## config.mk

```make
export PLATFORM = sky130hd
export DESIGN_NAME = wix_pair
export DESIGN_NICKNAME = d
export VERILOG_FILES = /design/src/rtl/wix_pkg.sv /design/src/rtl/wix_step.sv /design/src/rtl/wix_channel.sv /design/src/rtl/wix_pair.sv
export SDC_FILE = /design/constraint.sdc
export NUM_CORES = 1
export LEC_CHECK = 0
export BUFFER_PORTS_ARGS = -buffer_cell sky130_fd_sc_hd__buf_2
export CAP_MARGIN = 20
export CORE_UTILIZATION = 43
export CTS_CLUSTER_SIZE = 8
export DETAILED_ROUTE_END_ITERATION = 8
export PLACE_DENSITY = 0.72
export SYNTH_ARGS = -nofsm -noshare
export SYNTH_HDL_FRONTEND = slang
export SYNTH_SLANG_ARGS = --single-unit
```

## constraint.sdc

```tcl
create_clock -name clk -period 2.65 [get_ports clk]
set_input_delay 0.53 -clock clk [delete_from_list [all_inputs] [get_ports clk]]
set_output_delay 0.53 -clock clk [all_outputs]
set_load 0.01 [all_outputs]
```

## src/rtl/wix_pkg.sv

```systemverilog
package wix_pkg;

    localparam int unsigned WIX_AW  = 9;
    localparam int unsigned WIX_GAP = 2;

    typedef enum logic [1:0] {
        UPD_KEEP     = 2'b00,
        UPD_POST_INC = 2'b01,
        UPD_POST_DEC = 2'b10,
        UPD_PRE_INC  = 2'b11
    } upd_mode_e;

    typedef enum logic [1:0] {
        CMD_IDLE      = 2'b00,
        CMD_LOAD_NOW  = 2'b01,
        CMD_LOAD_LATE = 2'b10,
        CMD_FIX_WIN   = 2'b11
    } ptr_cmd_e;

    typedef enum logic {
        RANGE_FULL   = 1'b0,
        RANGE_WINDOW = 1'b1
    } range_e;

    typedef enum logic {
        LATE_IDLE = 1'b0,
        LATE_WAIT = 1'b1
    } late_e;

endpackage

```

## src/rtl/wix_step.sv

```systemverilog
module wix_step #(
    parameter int unsigned AW = 9
) (
    input  logic [AW-1:0] ptr,
    input  logic [AW-1:0] base,
    input  logic [AW-1:0] top,
    input  logic          win,
    output logic [AW-1:0] ptr_up,
    output logic [AW-1:0] ptr_dn
);
    localparam logic [AW-1:0] ONE = AW'(1);

    always_comb begin
        if (win && (base == top)) begin
            ptr_up = ptr;
            ptr_dn = ptr;
        end else if (win) begin
            ptr_up = (ptr == top)  ? base : ptr + ONE;
            ptr_dn = (ptr == base) ? top  : ptr - ONE;
        end else begin
            ptr_up = ptr + ONE;
            ptr_dn = ptr - ONE;
        end
    end
endmodule

```

## src/rtl/wix_channel.sv

```systemverilog
module wix_channel
    import wix_pkg::*;
#(
    parameter int unsigned AW  = 9,
    parameter int unsigned GAP = 2
) (
    input  logic          clk,
    input  logic          rst_n,
    input  logic          acc_en,
    input  logic [1:0]    acc_mode,
    input  logic [1:0]    cmd,
    input  logic [AW-1:0] cmd_val,
    input  logic [AW-1:0] cmd_top,
    output logic [AW-1:0] addr,
    output logic [AW-1:0] ptr_o,
    output logic [AW-1:0] base_o,
    output logic [AW-1:0] top_o,
    output logic          win_o,
    output logic          land_o
);
    localparam int unsigned CW = (GAP > 1) ? $clog2(GAP) : 1;
    localparam logic [CW-1:0] LAST = CW'(GAP - 1);

    logic [AW-1:0] ptr_q,  ptr_d;
    logic [AW-1:0] base_q, base_d;
    logic [AW-1:0] top_q,  top_d;
    logic [AW-1:0] pend_q, pend_d;
    logic [CW-1:0] cnt_q,  cnt_d;
    range_e        range_q, range_d;
    late_e         late_q,  late_d;
    logic [AW-1:0] ptr_up, ptr_dn;
    logic          land;
    upd_mode_e     mode;
    ptr_cmd_e      op;

    assign mode = upd_mode_e'(acc_mode);
    assign op   = ptr_cmd_e'(cmd);
    assign land = (late_q == LATE_WAIT) && (cnt_q == LAST);

    wix_step #(.AW(AW)) u_step (
        .ptr    (ptr_q),
        .base   (base_q),
        .top    (top_q),
        .win    (range_q == RANGE_WINDOW),
        .ptr_up (ptr_up),
        .ptr_dn (ptr_dn)
    );

    // next-state logic
    always_comb begin
        ptr_d   = ptr_q;
        base_d  = base_q;
        top_d   = top_q;
        pend_d  = pend_q;
        cnt_d   = cnt_q;
        range_d = range_q;
        late_d  = late_q;

        if (acc_en) begin
            unique case (mode)
                UPD_KEEP:     ptr_d = ptr_q;
                UPD_POST_INC: ptr_d = ptr_up;
                UPD_PRE_INC:  ptr_d = ptr_up;
                UPD_POST_DEC: ptr_d = ptr_dn;
            endcase
        end

        unique case (late_q)
            LATE_IDLE: ;
            LATE_WAIT: begin
                if (land) begin
                    ptr_d   = pend_q;
                    range_d = RANGE_FULL;
                    late_d  = LATE_IDLE;
                end else begin
                    cnt_d = cnt_q + CW'(1);
                end
            end
        endcase

        unique case (op)
            CMD_IDLE: ;
            CMD_LOAD_NOW: begin
                ptr_d   = cmd_val;
                range_d = RANGE_FULL;
                late_d  = LATE_IDLE;
            end
            CMD_LOAD_LATE: begin
                pend_d = cmd_val;
                cnt_d  = '0;
                late_d = LATE_WAIT;
            end
            CMD_FIX_WIN: begin
                base_d  = cmd_val;
                top_d   = cmd_top;
                ptr_d   = cmd_val;
                range_d = RANGE_WINDOW;
                late_d  = LATE_IDLE;
            end
        endcase
    end

    // state register
    always_ff @(posedge clk or negedge rst_n) begin
        if (!rst_n) begin
            ptr_q   <= '0;
            base_q  <= '0;
            top_q   <= '0;
            pend_q  <= '0;
            cnt_q   <= '0;
            range_q <= RANGE_FULL;
            late_q  <= LATE_IDLE;
        end else begin
            ptr_q   <= ptr_d;
            base_q  <= base_d;
            top_q   <= top_d;
            pend_q  <= pend_d;
            cnt_q   <= cnt_d;
            range_q <= range_d;
            late_q  <= late_d;
        end
    end

    // outputs
    always_comb begin
        addr   = (acc_en && (mode == UPD_PRE_INC)) ? ptr_up : ptr_q;
        ptr_o  = ptr_q;
        base_o = base_q;
        top_o  = top_q;
        win_o  = (range_q == RANGE_WINDOW);
        land_o = land;
    end
endmodule

```

## src/rtl/wix_pair.sv

```systemverilog
module wix_pair #(
    parameter int unsigned AW  = wix_pkg::WIX_AW,
    parameter int unsigned GAP = wix_pkg::WIX_GAP
) (
    input  logic          clk,
    input  logic          rst_n,
    input  logic          acc_en_a,
    input  logic [1:0]    acc_mode_a,
    input  logic [1:0]    cmd_a,
    input  logic [AW-1:0] cmd_val_a,
    input  logic [AW-1:0] cmd_top_a,
    output logic [AW-1:0] addr_a,
    input  logic          acc_en_b,
    input  logic [1:0]    acc_mode_b,
    input  logic [1:0]    cmd_b,
    input  logic [AW-1:0] cmd_val_b,
    input  logic [AW-1:0] cmd_top_b,
    output logic [AW-1:0] addr_b
);
    localparam int unsigned NPTR = 2;

    logic          en_v   [NPTR];
    logic [1:0]    mode_v [NPTR];
    logic [1:0]    cmd_v  [NPTR];
    logic [AW-1:0] val_v  [NPTR];
    logic [AW-1:0] topi_v [NPTR];
    logic [AW-1:0] addr_v [NPTR];
    logic [AW-1:0] ptr_v  [NPTR];
    logic [AW-1:0] base_v [NPTR];
    logic [AW-1:0] top_v  [NPTR];
    logic          win_v  [NPTR];
    logic          land_v [NPTR];

    assign en_v[0]   = acc_en_a;
    assign mode_v[0] = acc_mode_a;
    assign cmd_v[0]  = cmd_a;
    assign val_v[0]  = cmd_val_a;
    assign topi_v[0] = cmd_top_a;
    assign en_v[1]   = acc_en_b;
    assign mode_v[1] = acc_mode_b;
    assign cmd_v[1]  = cmd_b;
    assign val_v[1]  = cmd_val_b;
    assign topi_v[1] = cmd_top_b;
    assign addr_a    = addr_v[0];
    assign addr_b    = addr_v[1];

    for (genvar g = 0; g < NPTR; g++) begin : g_ch
        wix_channel #(.AW(AW), .GAP(GAP)) u_ch (
            .clk      (clk),
            .rst_n    (rst_n),
            .acc_en   (en_v[g]),
            .acc_mode (mode_v[g]),
            .cmd      (cmd_v[g]),
            .cmd_val  (val_v[g]),
            .cmd_top  (topi_v[g]),
            .addr     (addr_v[g]),
            .ptr_o    (ptr_v[g]),
            .base_o   (base_v[g]),
            .top_o    (top_v[g]),
            .win_o    (win_v[g]),
            .land_o   (land_v[g])
        );
    end
endmodule

```

==> run metrics <==
status=finished, violations left; failing checks=setup timing; vias in the first global route=5,018; power per cell area=588 nW/um2; DR iter-0 viols=626; Layout Nets=764; CP Class=reg2out; drt wl/cell=around 19 um; cell area after synthesis=roughly 5500 um2; DP Wirelength=11,700 um; R2R setup slack=approximately 120 ps; Worst path slowest cell=dfrtp_2; top cells by count, synth=dfrtp_1 (78), mux2_2 (58), nor2_1 (51), nand2_1 (48), xnor2_1 (47); WP depth=7; gpl congestion=0.953; Setup Total Neg Slack=-1440 ps; Remaining DRCs=0; crit path buf inv count=2; Detailed Routing Iterations Pass 1=7; Synth area leader=dfrtp_1; post-route minimum period=2800 ps; height of the die=115 um; initial antenna violation count=0; FMAX=0.357 GHz; CTS Sinks=78; first-pass GRT wire length=around 26,000 um; core box area=12,200 um2; Post-synth EDFFs=0; Final Util=56.7%; synthesized flop and latch total=78; count leader, synth=dfrtp_1; top cells by area, synth=dfrtp_1 (36%), mux2_2 (12%), xnor2_1 (7.5%), o21ai_0 (3.9%), a21oi_1 (3.8%); R2R Path Start=g_ch[1].u_ch.ptr_o[1]; Top FF cell, synth=dfrtp_1; sequential area share after synthesis=35.5%; area occupied by multi-input gates=between 3000 and 4000 um2; Hold Buf Count CTS=0; crit-path cells=xnor2_2 > nand4_1 > or3_4 > buf_12 > mux2i_4 > o22ai_1 > buf_2; Clock Path Buffers=2; layout cells sized above 1=37.0%; final instance area=6930 um2; CP max FO=12; Post-DRT Antenna Nets=0; HP Class=in2async; largest net degree at the start of global routing=53; Initial Utilization=45.0%; die footprint=roughly 13,000 um2; final WL=~17,000 um; # rows=40; reg2reg path depth=9; clock slew seen by the registers of the worst setup and hold paths=60 ps; Arrival @ worst endpoint=2270 ps; Syn Area/Cell=8.98 um2; Critical Path RT=2120 ps; total grt overflow=0; worst slew pin tran=769 ps; placed cell count=844; Period Utilization, post-route=106%; Worst slew margin=48.4%; via count=5,258; share of the synthesized area in the top cell type=around 36%; H-tree Lvls=3; origin of the worst setup path=g_ch[0].u_ch.ptr_o[0]; Filler cells=1,086; CTS tree=built; Syn. warnings=0; final setup vio count=17; Async SR Flop Fraction=100%; final setup margin=-152 ps; synthesis-to-layout area growth=26.0%; overall power=4.07 mW; DIE WIDTH=around 120 um; port bufs=65; leakage=2.94 nW; vias per cell=approximately 5.9; Clock Latency Late Sink=350 ps; Max-cap violations=0; GRT Overall Usage=around 26%; Setup Skew=8.45 ps; RSZ-0062 raised after global routing=yes; syn nets=about 660; max incr delay on CP=430 ps; delay-heaviest family, CP=simple AND/OR/NAND/NOR gates; Storage cell area=1980 um2; reg2reg end=g_ch[1].u_ch.ptr_o[2]; Antenna diodes=0; CP endpoint=addr_a[4]; Clk Tree Root Cell=clkbuf_16; Finished Layout Cells=885; maximum vdd drop=0.278 mV; CP Capture Type=output pin; Slew Viols, Final=0; post-synthesis cell count=612; CTS Buf Count=9; Distinct cells, synth=60; # IOs=66; Startpoint Class=flop; DP Area=6200 um2; final hold vios=0
-- placed cells by master (no fill, tap or decap), types with 3 or more instances in the layout --
| master | n |
|---|---|
| a21oi_1 | 42 |
| a22oi_1 | 3 |
| a31oi_1 | 10 |
| a32oi_1 | 4 |
| and2_1 | 3 |
| and3_1 | 5 |
| buf_12 | 5 |
| buf_2 | 64 |
| buf_4 | 56 |
| clkbuf_16 | 10 |
| clkinv_2 | 3 |
| dfrtp_1 | 57 |
| dfrtp_2 | 21 |
| ha_1 | 3 |
| inv_1 | 18 |
| mux2_2 | 58 |
| mux2i_1 | 10 |
| mux2i_2 | 6 |
| nand2_1 | 46 |
| nand3_1 | 10 |
| nand4_1 | 10 |
| nor2_1 | 50 |
| nor2b_1 | 5 |
| nor3_1 | 10 |
| nor3b_1 | 6 |
| nor4_1 | 5 |
| nor4_4 | 3 |
| o211a_1 | 3 |
| o211ai_1 | 3 |
| o21a_1 | 4 |
| o21ai_0 | 29 |
| o21ai_1 | 22 |
| o22ai_1 | 14 |
| or3_1 | 3 |
| xnor2_1 | 34 |
| xnor2_2 | 13 |
| xor2_1 | 13 |
-- power by group --
part | total [mW] | internal, mW | switching (mW) | leakage [nW]
combinational | 1.32 | 0.648 | 0.675 | 1.91
clock | 1.15 | 0.655 | 0.492 | 0.132
sequential | 1.60 | 1.37 | 0.231 | 0.896
total | 4.07 | 2.67 | 1.40 | 2.94
-- how the worst min path moves through the flow --
| stage | end | from | cells past startpoint |
|---|---|---|---|
| 6_report | g_ch[1].u_ch.top_o[0] | rst_n | 1 |
| 5_1_grt | g_ch[1].u_ch.top_o[4] | rst_n | 1 |
| 4_1_cts | g_ch[1].u_ch.top_o[0] | rst_n | 1 |
| 3_5_place_dp | g_ch[1].u_ch.top_o[4] | rst_n | 1 |
| 3_3_place_gp | g_ch[1].u_ch.top_o[1] | rst_n | 1 |
| 2_1_floorplan | g_ch[0].u_ch.base_o[0] | rst_n | 0 |
-- kinds of logic (layout without fill, tap and decap cells) --
kind of cell,Yosys count,after routing,synth area share (%)
fa+ha+maj,4,4,0.910
buf+inv,61,164,4.80
flops,78,78,35.5
compound gates,157,157,17.4
mux,76,76,15.2
simple gates,175,177,16.5
xor+xnor,61,61,9.72
-- per-stage QoR --
stage | hold slack (ps) | setup WS [ps]
3_5_place_dp | 471 | 35.2
3_3_place_gp | 463 | 81.8
4_1_cts | 108 | -92.0
2_1_floorplan | 234 | 266
5_1_grt | 119 | -238
6_report | 91.5 | -152
-- registers in the layout (all words and copies together), names as in the netlist --
| signal | flops |
|---|---|
| g_ch.u_ch.base_o | 18 |
| g_ch.u_ch.cnt_q | 2 |
| g_ch.u_ch.late_q | 2 |
| g_ch.u_ch.pend_q | 18 |
| g_ch.u_ch.ptr_o | 18 |
| g_ch.u_ch.top_o | 18 |
| g_ch.u_ch.win_o | 2 |
-- what timing repair did --
action / 4_1_cts / 5_1_grt
buffers inserted: 12 / 10
hold endpoints to repair: 0 / 0
gates cloned: 1 / 2
pin swaps: 11 / 22
endpoints found under the setup margin: 18 / 18
resized for setup: 33 / 45
-- metal layers --
metal  up-vias  wire length, um  track usage [%]
met5         -                0                0
met3        41             1370             4.53
li1       2402                -                -
met4         0              485             11.9
met1      2525             7080             34.9
met2       290             7710             40.0
-- worst reg2reg max path: cells and delay by family (launching register included) --
kind            cells  cell delay, ps
compound gates      3             600
xor+xnor            1             220
buf+inv             2             350
flops               1             450
mux                 1             340
simple gates        2             450
-- cell type report --
cell class	count	area share (%)
Multi-Input combinational cell	475	50.5
Sequential cell	78	28.5
Timing Repair Buffer	130	13.1
Clock buffer	12	3.56
Tap cell	168	3.03
Inverter	18	0.975
Clock inverter	4	0.325
Power figures use the tool's default switching activity.
